===== src/rtl/pw_pkg.sv =====
package pw_pkg;
  typedef enum logic [1:0] {
    PW_IDLE     = 2'd0,
    PW_READ_DIR = 2'd1,
    PW_READ_PT  = 2'd2,
    PW_DONE     = 2'd3
  } pw_state_e;
endpackage


===== src/rtl/pw_addr_split.sv =====
module pw_addr_split #(
  parameter int ADDR_W = 32,
  parameter int OFF_W  = 12,
  parameter int IDX_W  = 10
) (
  input  logic [ADDR_W-1:0] vaddr,
  output logic [IDX_W-1:0]  dir_idx,
  output logic [IDX_W-1:0]  tbl_idx,
  output logic [OFF_W-1:0]  offset
);
  // directory index sits in the topmost bits, table index just above the offset
  assign dir_idx = vaddr[ADDR_W-1 -: IDX_W];
  assign tbl_idx = vaddr[OFF_W +: IDX_W];
  assign offset  = vaddr[OFF_W-1:0];
endmodule


===== src/rtl/pw_entry_addr.sv =====
module pw_entry_addr #(
  parameter int ADDR_W = 32,
  parameter int OFF_W  = 12,
  parameter int IDX_W  = 10,
  parameter int ESH    = 2
) (
  input  logic [ADDR_W-1:0]       base,
  input  logic [IDX_W-1:0]        dir_idx,
  input  logic [IDX_W-1:0]        tbl_idx,
  input  logic [ADDR_W-OFF_W-1:0] frame,
  output logic [ADDR_W-1:0]       dir_addr,
  output logic [ADDR_W-1:0]       pt_addr
);
  localparam int IDX_BYTES_W = IDX_W + ESH;

  logic [ADDR_W-1:0] dir_ofs;
  logic [ADDR_W-1:0] tbl_ofs;
  logic [ADDR_W-1:0] frame_base;

  assign dir_ofs    = ADDR_W'({dir_idx, {ESH{1'b0}}});
  assign tbl_ofs    = ADDR_W'({tbl_idx, {ESH{1'b0}}});
  assign frame_base = {frame, {OFF_W{1'b0}}};

  assign dir_addr = base + dir_ofs;
  assign pt_addr  = frame_base + tbl_ofs;

  initial begin
    assert (IDX_BYTES_W <= OFF_W)
      else $error("table index does not fit within one page");
  end
endmodule


===== src/rtl/pw_walk_fsm.sv =====
module pw_walk_fsm
  import pw_pkg::*;
#(
  parameter int ADDR_W    = 32,
  parameter int OFF_W     = 12,
  parameter int VALID_BIT = 0
) (
  input  logic              clk,
  input  logic              rst,
  input  logic              req_valid,
  output logic              req_ready,
  input  logic [ADDR_W-1:0] req_vaddr,
  input  logic              req_write,
  output logic [ADDR_W-1:0] vaddr_q,
  input  logic [ADDR_W-1:0] dir_addr,
  input  logic [ADDR_W-1:0] pt_addr,
  input  logic [OFF_W-1:0]  offset,
  output logic              mem_req_valid,
  input  logic              mem_req_ready,
  output logic [ADDR_W-1:0] mem_req_addr,
  input  logic              mem_rsp_valid,
  input  logic [ADDR_W-1:0] mem_rsp_data,
  output logic              rsp_valid,
  input  logic              rsp_ready,
  output logic [ADDR_W-1:0] rsp_paddr,
  output logic              rsp_fault,
  output logic              rsp_write
);
  pw_state_e state;
  logic      entry_ok;
  logic      rsp_take;
  logic      unused_rsv;

  assign entry_ok   = mem_rsp_data[VALID_BIT];
  // a response counts only once the read request has been accepted
  assign rsp_take   = mem_rsp_valid && !mem_req_valid;
  assign req_ready  = (state == PW_IDLE);
  assign unused_rsv = ^mem_rsp_data[OFF_W-1:VALID_BIT+1];

  always_ff @(posedge clk) begin
    if (rst) begin
      state         <= PW_IDLE;
      vaddr_q       <= '0;
      mem_req_valid <= 1'b0;
      mem_req_addr  <= '0;
      rsp_valid     <= 1'b0;
      rsp_paddr     <= '0;
      rsp_fault     <= 1'b0;
      rsp_write     <= 1'b0;
    end else begin
      case (state)
        PW_IDLE: begin
          if (req_valid) begin
            vaddr_q       <= req_vaddr;
            rsp_write     <= req_write;
            mem_req_addr  <= dir_addr;
            mem_req_valid <= 1'b1;
            state         <= PW_READ_DIR;
          end
        end
        PW_READ_DIR: begin
          if (mem_req_valid) begin
            if (mem_req_ready) mem_req_valid <= 1'b0;
          end else if (rsp_take) begin
            if (entry_ok) begin
              mem_req_addr  <= pt_addr;
              mem_req_valid <= 1'b1;
              state         <= PW_READ_PT;
            end else begin
              rsp_paddr <= '0;
              rsp_fault <= 1'b1;
              rsp_valid <= 1'b1;
              state     <= PW_DONE;
            end
          end
        end
        PW_READ_PT: begin
          if (mem_req_valid) begin
            if (mem_req_ready) mem_req_valid <= 1'b0;
          end else if (rsp_take) begin
            if (entry_ok) begin
              rsp_paddr <= {mem_rsp_data[ADDR_W-1:OFF_W], offset};
              rsp_fault <= 1'b0;
            end else begin
              rsp_paddr <= '0;
              rsp_fault <= 1'b1;
            end
            rsp_valid <= 1'b1;
            state     <= PW_DONE;
          end
        end
        PW_DONE: begin
          if (rsp_ready) begin
            rsp_valid <= 1'b0;
            state     <= PW_IDLE;
          end
        end
        default: state <= PW_IDLE;
      endcase
    end
  end

  assert_mem_hold_R7: assert property (@(posedge clk) disable iff (rst)
    mem_req_valid && !mem_req_ready |=> mem_req_valid && $stable(mem_req_addr));

  assert_rsp_hold_R8: assert property (@(posedge clk) disable iff (rst)
    rsp_valid && !rsp_ready |=> rsp_valid && $stable(rsp_paddr) && $stable(rsp_fault));

  assert_busy_no_accept_R8: assert property (@(posedge clk) disable iff (rst)
    rsp_valid |-> !req_ready);

  assert_fault_zero_R5: assert property (@(posedge clk) disable iff (rst)
    rsp_valid && rsp_fault |-> rsp_paddr == '0);

  assert_single_activity_R4: assert property (@(posedge clk) disable iff (rst)
    mem_req_valid |-> !rsp_valid);
endmodule


===== src/rtl/pw_walker.sv =====
module pw_walker #(
  parameter int ADDR_W    = 32,
  parameter int OFF_W     = 12,
  parameter int IDX_W     = 10,
  parameter int ESH       = 2,
  parameter int VALID_BIT = 0
) (
  input  logic              clk,
  input  logic              rst,
  input  logic              req_valid,
  output logic              req_ready,
  input  logic [ADDR_W-1:0] req_vaddr,
  input  logic              req_write,
  input  logic [ADDR_W-1:0] ptbr,
  output logic              mem_req_valid,
  input  logic              mem_req_ready,
  output logic [ADDR_W-1:0] mem_req_addr,
  input  logic              mem_rsp_valid,
  input  logic [ADDR_W-1:0] mem_rsp_data,
  output logic              rsp_valid,
  input  logic              rsp_ready,
  output logic [ADDR_W-1:0] rsp_paddr,
  output logic              rsp_fault,
  output logic              rsp_write
);
  localparam int FRAME_W = ADDR_W - OFF_W;

  logic [ADDR_W-1:0] vaddr_q;
  logic [ADDR_W-1:0] walk_va;
  logic [IDX_W-1:0]  dir_idx;
  logic [IDX_W-1:0]  tbl_idx;
  logic [OFF_W-1:0]  offset;
  logic [ADDR_W-1:0] dir_addr;
  logic [ADDR_W-1:0] pt_addr;

  // while idle the live request drives the split, afterwards the latched one
  assign walk_va = req_ready ? req_vaddr : vaddr_q;

  pw_addr_split #(.ADDR_W(ADDR_W), .OFF_W(OFF_W), .IDX_W(IDX_W)) i_split (
    .vaddr   (walk_va),
    .dir_idx (dir_idx),
    .tbl_idx (tbl_idx),
    .offset  (offset)
  );

  pw_entry_addr #(.ADDR_W(ADDR_W), .OFF_W(OFF_W), .IDX_W(IDX_W), .ESH(ESH)) i_eaddr (
    .base     (ptbr),
    .dir_idx  (dir_idx),
    .tbl_idx  (tbl_idx),
    .frame    (mem_rsp_data[ADDR_W-1 -: FRAME_W]),
    .dir_addr (dir_addr),
    .pt_addr  (pt_addr)
  );

  pw_walk_fsm #(.ADDR_W(ADDR_W), .OFF_W(OFF_W), .VALID_BIT(VALID_BIT)) i_fsm (
    .clk           (clk),
    .rst           (rst),
    .req_valid     (req_valid),
    .req_ready     (req_ready),
    .req_vaddr     (req_vaddr),
    .req_write     (req_write),
    .vaddr_q       (vaddr_q),
    .dir_addr      (dir_addr),
    .pt_addr       (pt_addr),
    .offset        (offset),
    .mem_req_valid (mem_req_valid),
    .mem_req_ready (mem_req_ready),
    .mem_req_addr  (mem_req_addr),
    .mem_rsp_valid (mem_rsp_valid),
    .mem_rsp_data  (mem_rsp_data),
    .rsp_valid     (rsp_valid),
    .rsp_ready     (rsp_ready),
    .rsp_paddr     (rsp_paddr),
    .rsp_fault     (rsp_fault),
    .rsp_write     (rsp_write)
  );
endmodule


===== config.mk =====
export PLATFORM = sky130hd
export DESIGN_NAME = pw_walker
export DESIGN_NICKNAME = d
export VERILOG_FILES = /design/src/rtl/pw_pkg.sv /design/src/rtl/pw_addr_split.sv /design/src/rtl/pw_entry_addr.sv /design/src/rtl/pw_walk_fsm.sv /design/src/rtl/pw_walker.sv
export SDC_FILE = /design/constraint.sdc
export NUM_CORES = 1
export LEC_CHECK = 0
export CAP_MARGIN = 20
export CORE_ASPECT_RATIO = 1.1
export CORE_UTILIZATION = 45
export DETAILED_ROUTE_END_ITERATION = 12
export DONT_BUFFER_PORTS = 1
export PLACE_DENSITY_LB_ADDON = 0.1
export SLEW_MARGIN = 20
export SYNTH_ARGS = -nofsm -noshare
export SYNTH_HDL_FRONTEND = slang
export SYNTH_SLANG_ARGS = --single-unit

===== constraint.sdc =====
create_clock -name clk -period 11.7 [get_ports clk]
set_clock_uncertainty 0.1 [all_clocks]
set_input_delay 2.34 -clock clk [delete_from_list [all_inputs] [get_ports clk]]
set_output_delay 2.34 -clock clk [all_outputs]
set_load 0.02 [all_outputs]

==> flow_summary.json <==
{
  "status": "completed",
  "fin_tns_setup_ns": 0,
  "cts_num_sinks": 102,
  "r2r_setup_slack_ns": 7.87,
  "grt_overflow": 0,
  "clock-root-buffer": "clkbuf_16",
  "worst-path-buf-inv": 1,
  "dr.first_iter.drc_count": 231,
  "clk_latency_ns": 0.34,
  "synth_fa_ha_area_frac": 0.0394,
  "synth_seq_area_share": 0.387,
  "gp_congestion": 0.830,
  "power_mw": 1.58,
  "criticalPathCategory": "primary input to flip-flop",
  "antenna_found_initial": 0,
  "route.detailed.drc": 0,
  "worstHoldPathType": "flip-flop to flip-flop",
  "seq_power_share": 0.344,
  "netlist_area_um2": 5270,
  "startpoint_type": "primary input",
  "period_minus_slack_ns": 4.45,
  "synthMuxAreaShare": 0.0660,
  "cp.arrival_ns": 4.56,
  "chipHeight_um": 116,
  "synth_cell_type_count": 57,
  "clkPwrFrac": 0.179,
  "path_cells": "mux2_2 > ha_1 > inv_1 > fa_1 > nor2b_4 > o31a_4 > o21bai_4 > a21oi_1 > xnor2_1 > a2111oi_0",
  "cts_hold_buf": 0,
  "route.vias.total": 4437,
  "grt_use_total": 0.236,
  "critPathTopFamily": "compound AO/OA/AOI/OAI gates",
  "p_int_mw": 0.850,
  "p_comb_frac": 0.476,
  "async_flop_share": 0,
  "vias_per_cell": 5.85,
  "synth-simple-area-share": 0.193,
  "cpPeakStageDelay_ns": 0.41,
  "timing.rr.end": "i_fsm.mem_req_addr[14]$_SDFFE_PP0P_",
  "ys_seq_elements": 102,
  "p_leak_nw": 2.06,
  "grt_setup_unrepaired": "no",
  "port_buffers": 0,
  "dieArea_um2": 12200,
  "hold_depth": 2,
  "synth_common_cells": "102 x dfxtp_1, 99 x nand2_1, 71 x a21oi_1",
  "path_clk_slew_ns": 0.06,
  "cts_buffer_depth": 2,
  "drv_cap": 0,
  "worst_slew_pin_slew_ns": 0.782,
  "maxSlewViolCount": 0,
  "ys.warnings.count": 0,
  "ys_top_cells_by_area": "dfxtp_1 39%, nand2_1 7.0%, a21oi_1 6.7%",
  "synth_compound_area_frac": 0.235,
  "synthDominantCellAreaShare": 0.387,
  "fp-row-count": 41,
  "cp.required_ns": 11.81,
  "cp_max_fo": 11,
  "min_from": "i_fsm.vaddr_q[30]$_SDFFE_PP0P_",
  "drive_above_1_share": 0.115,
  "diodes": 0,
  "hpwlAfterDp_um": 9970,
  "power_density_nw_per_um2": 280,
  "routedWlPerCell_um": 19.2,
  "htreeDepth": 3,
  "cts_resized": 0,
  "avgSynthCellArea_um2": 8.38,
  "cts_tree": "built",
  "synth-edff-count": 0,
  "grt_pass1_wl_um": 22300,
  "ios": 172,
  "post_cts_buffers": 0,
  "switching_share": 0.461,
  "setup_viol_count_final": 0,
  "drt_pass1_iterations": 6,
  "cts_buffers": 9,
  "coreArea_um2": 11400,
  "slew-limit-headroom": 0.478,
  "layout.nets": 722,
  "finalWirelength_um": 14600,
  "grt_max_degree": 106,
  "syn_inst": 629,
  "path_depth": 10,
  "synth_xor_area_frac": 0.0332,
  "report.final.hold_viol_count": 0,
  "r2r_cells": 13,
  "synthToLayoutAreaGrowth_pct": 6.57,
  "fmax_mhz": 225,
  "synthFlopType": "dfxtp_1",
  "grt_pass1_vias": 4263,
  "p_sw_mw": 0.726,
  "drtAntennaViolNets": 0,
  "yosysMostFrequentCell": "dfxtp_1",
  "end_kind": "flip-flop",
  "synth_top_area_cell": "dfxtp_1",
  "r2r-start": "i_fsm.state[0]$_SDFFE_PP0P_",
  "finalCritPeriodShare": 0.381,
  "slowest_stage": "a2111oi_0",
  "initial_core_util": 0.461,
  "nFillCells": 1114,
  "die_width_um": 105,
  "worstHoldEndpoint": "i_fsm.vaddr_q[30]$_SDFFE_PP0P_",
  "synth_top_family_by_area": "compound AO/OA/AOI/OAI gates",
  "synth_nets": 748,
  "ir_drop_uv": 123
}
## how the worst max path moves through the flow
stage / startpoint / endpoint / slack (ns)
floorplan: req_vaddr[31] / i_fsm.mem_req_addr[19]$_SDFFE_PP0P_ / 7.17
global placement: req_vaddr[31] / i_fsm.mem_req_addr[31]$_SDFFE_PP0P_ / 6.90
detailed placement: req_vaddr[22] / i_fsm.mem_req_addr[14]$_SDFFE_PP0P_ / 6.93
CTS: req_vaddr[22] / i_fsm.mem_req_addr[14]$_SDFFE_PP0P_ / 7.28
global route: req_vaddr[31] / i_fsm.mem_req_addr[19]$_SDFFE_PP0P_ / 7.13
finish: req_vaddr[22] / i_fsm.mem_req_addr[14]$_SDFFE_PP0P_ / 7.25
## worst register-to-register path: cells and delay by family (launching register included)
kind | cells | cell delay, ns
simple gates | 1 | 0.06
buf+inv | 3 | 0.70
fa+ha+maj | 3 | 0.68
compound gates | 4 | 1.24
mux | 1 | 0.43
xor+xnor | 1 | 0.15
flops | 1 | 0.35
## power groups by stage
| stage | registers, mW | logic, mW | clock network [mW] |
|---|---|---|---|
| after floorplan | 0.533 | 0.591 | 0 |
| after global placement | 0.549 | 0.738 | 0 |
| after detailed placement | 0.551 | 0.755 | 0 |
| after CTS | 0.543 | 0.758 | 0.290 |
| after global routing | 0.552 | 0.829 | 0.304 |
| final | 0.543 | 0.751 | 0.282 |
## logic make-up (layout without fill, tap and decap cells)
| family | Yosys count | count (layout) |
|---|---|---|
| buffers and inverters | 58 | 37 |
| AND/OR/NAND/NOR | 221 | 221 |
| XOR/XNOR | 20 | 20 |
| flip-flops | 102 | 102 |
| multiplexers | 32 | 32 |
| adder cells (fa/ha/maj) | 16 | 16 |
| AO/OA/AOI/OAI | 180 | 180 |
## through the flow
stage                      util  std cells  setup WS, ns  hold slack (ns)  instance area (µm²)
final                     0.491        758          7.25            0.352                 5620
after global routing      0.491        758          7.13            0.369                 5620
after CTS                 0.491        758          7.28            0.346                 5620
after detailed placement  0.467        742          6.93            0.337                 5340
after global placement    0.467        742          6.90            0.332                 5340
after floorplan               -        629          7.17            0.332                 5270
## routing by layer
| layer | vias to the layer above | global-route usage | wire (µm) |
|---|---|---|---|
| li1 | 2181 | - | - |
| met1 | 2103 | 0.270 | 5790 |
| met2 | 145 | 0.418 | 7230 |
| met3 | 8 | 0.0804 | 1430 |
| met4 | 0 | 0.0732 | 123 |
| met5 | - | 0 | 0 |
## cell usage in the layout, fill, tap and decap left out, types with 10 or more instances in the layout
| cell | n |
|---|---|
| a21oi_1 | 70 |
| a22oi_1 | 32 |
| and3_1 | 16 |
| dfxtp_1 | 102 |
| ha_1 | 14 |
| inv_1 | 12 |
| mux2_2 | 22 |
| mux2i_1 | 10 |
| nand2_1 | 99 |
| nor2_1 | 55 |
| o21ai_0 | 16 |
| xnor2_1 | 10 |
| xor2_1 | 10 |
## final cells by class
class,instances,area [µm²],area share
multi-input combinational,469,3000,0.534
sequential,102,2040,0.363
clock buffer,11,243,0.0432
tap,150,188,0.0334
timing repair buffer,9,67.6,0.0120
inverter,12,45.0,0.00802
clock inverter,5,35.0,0.00624
## state kept, by name (all words and copies together) (netlist names)
name	cells
i_fsm.rsp_write	1
i_fsm.rsp_valid	1
i_fsm.mem_req_addr	32
i_fsm.mem_req_valid	1
i_fsm.vaddr_q	32
i_fsm.state	2
i_fsm.rsp_fault	1
i_fsm.rsp_paddr	32
No activity file was read; power rests on OpenSTA's default activity.
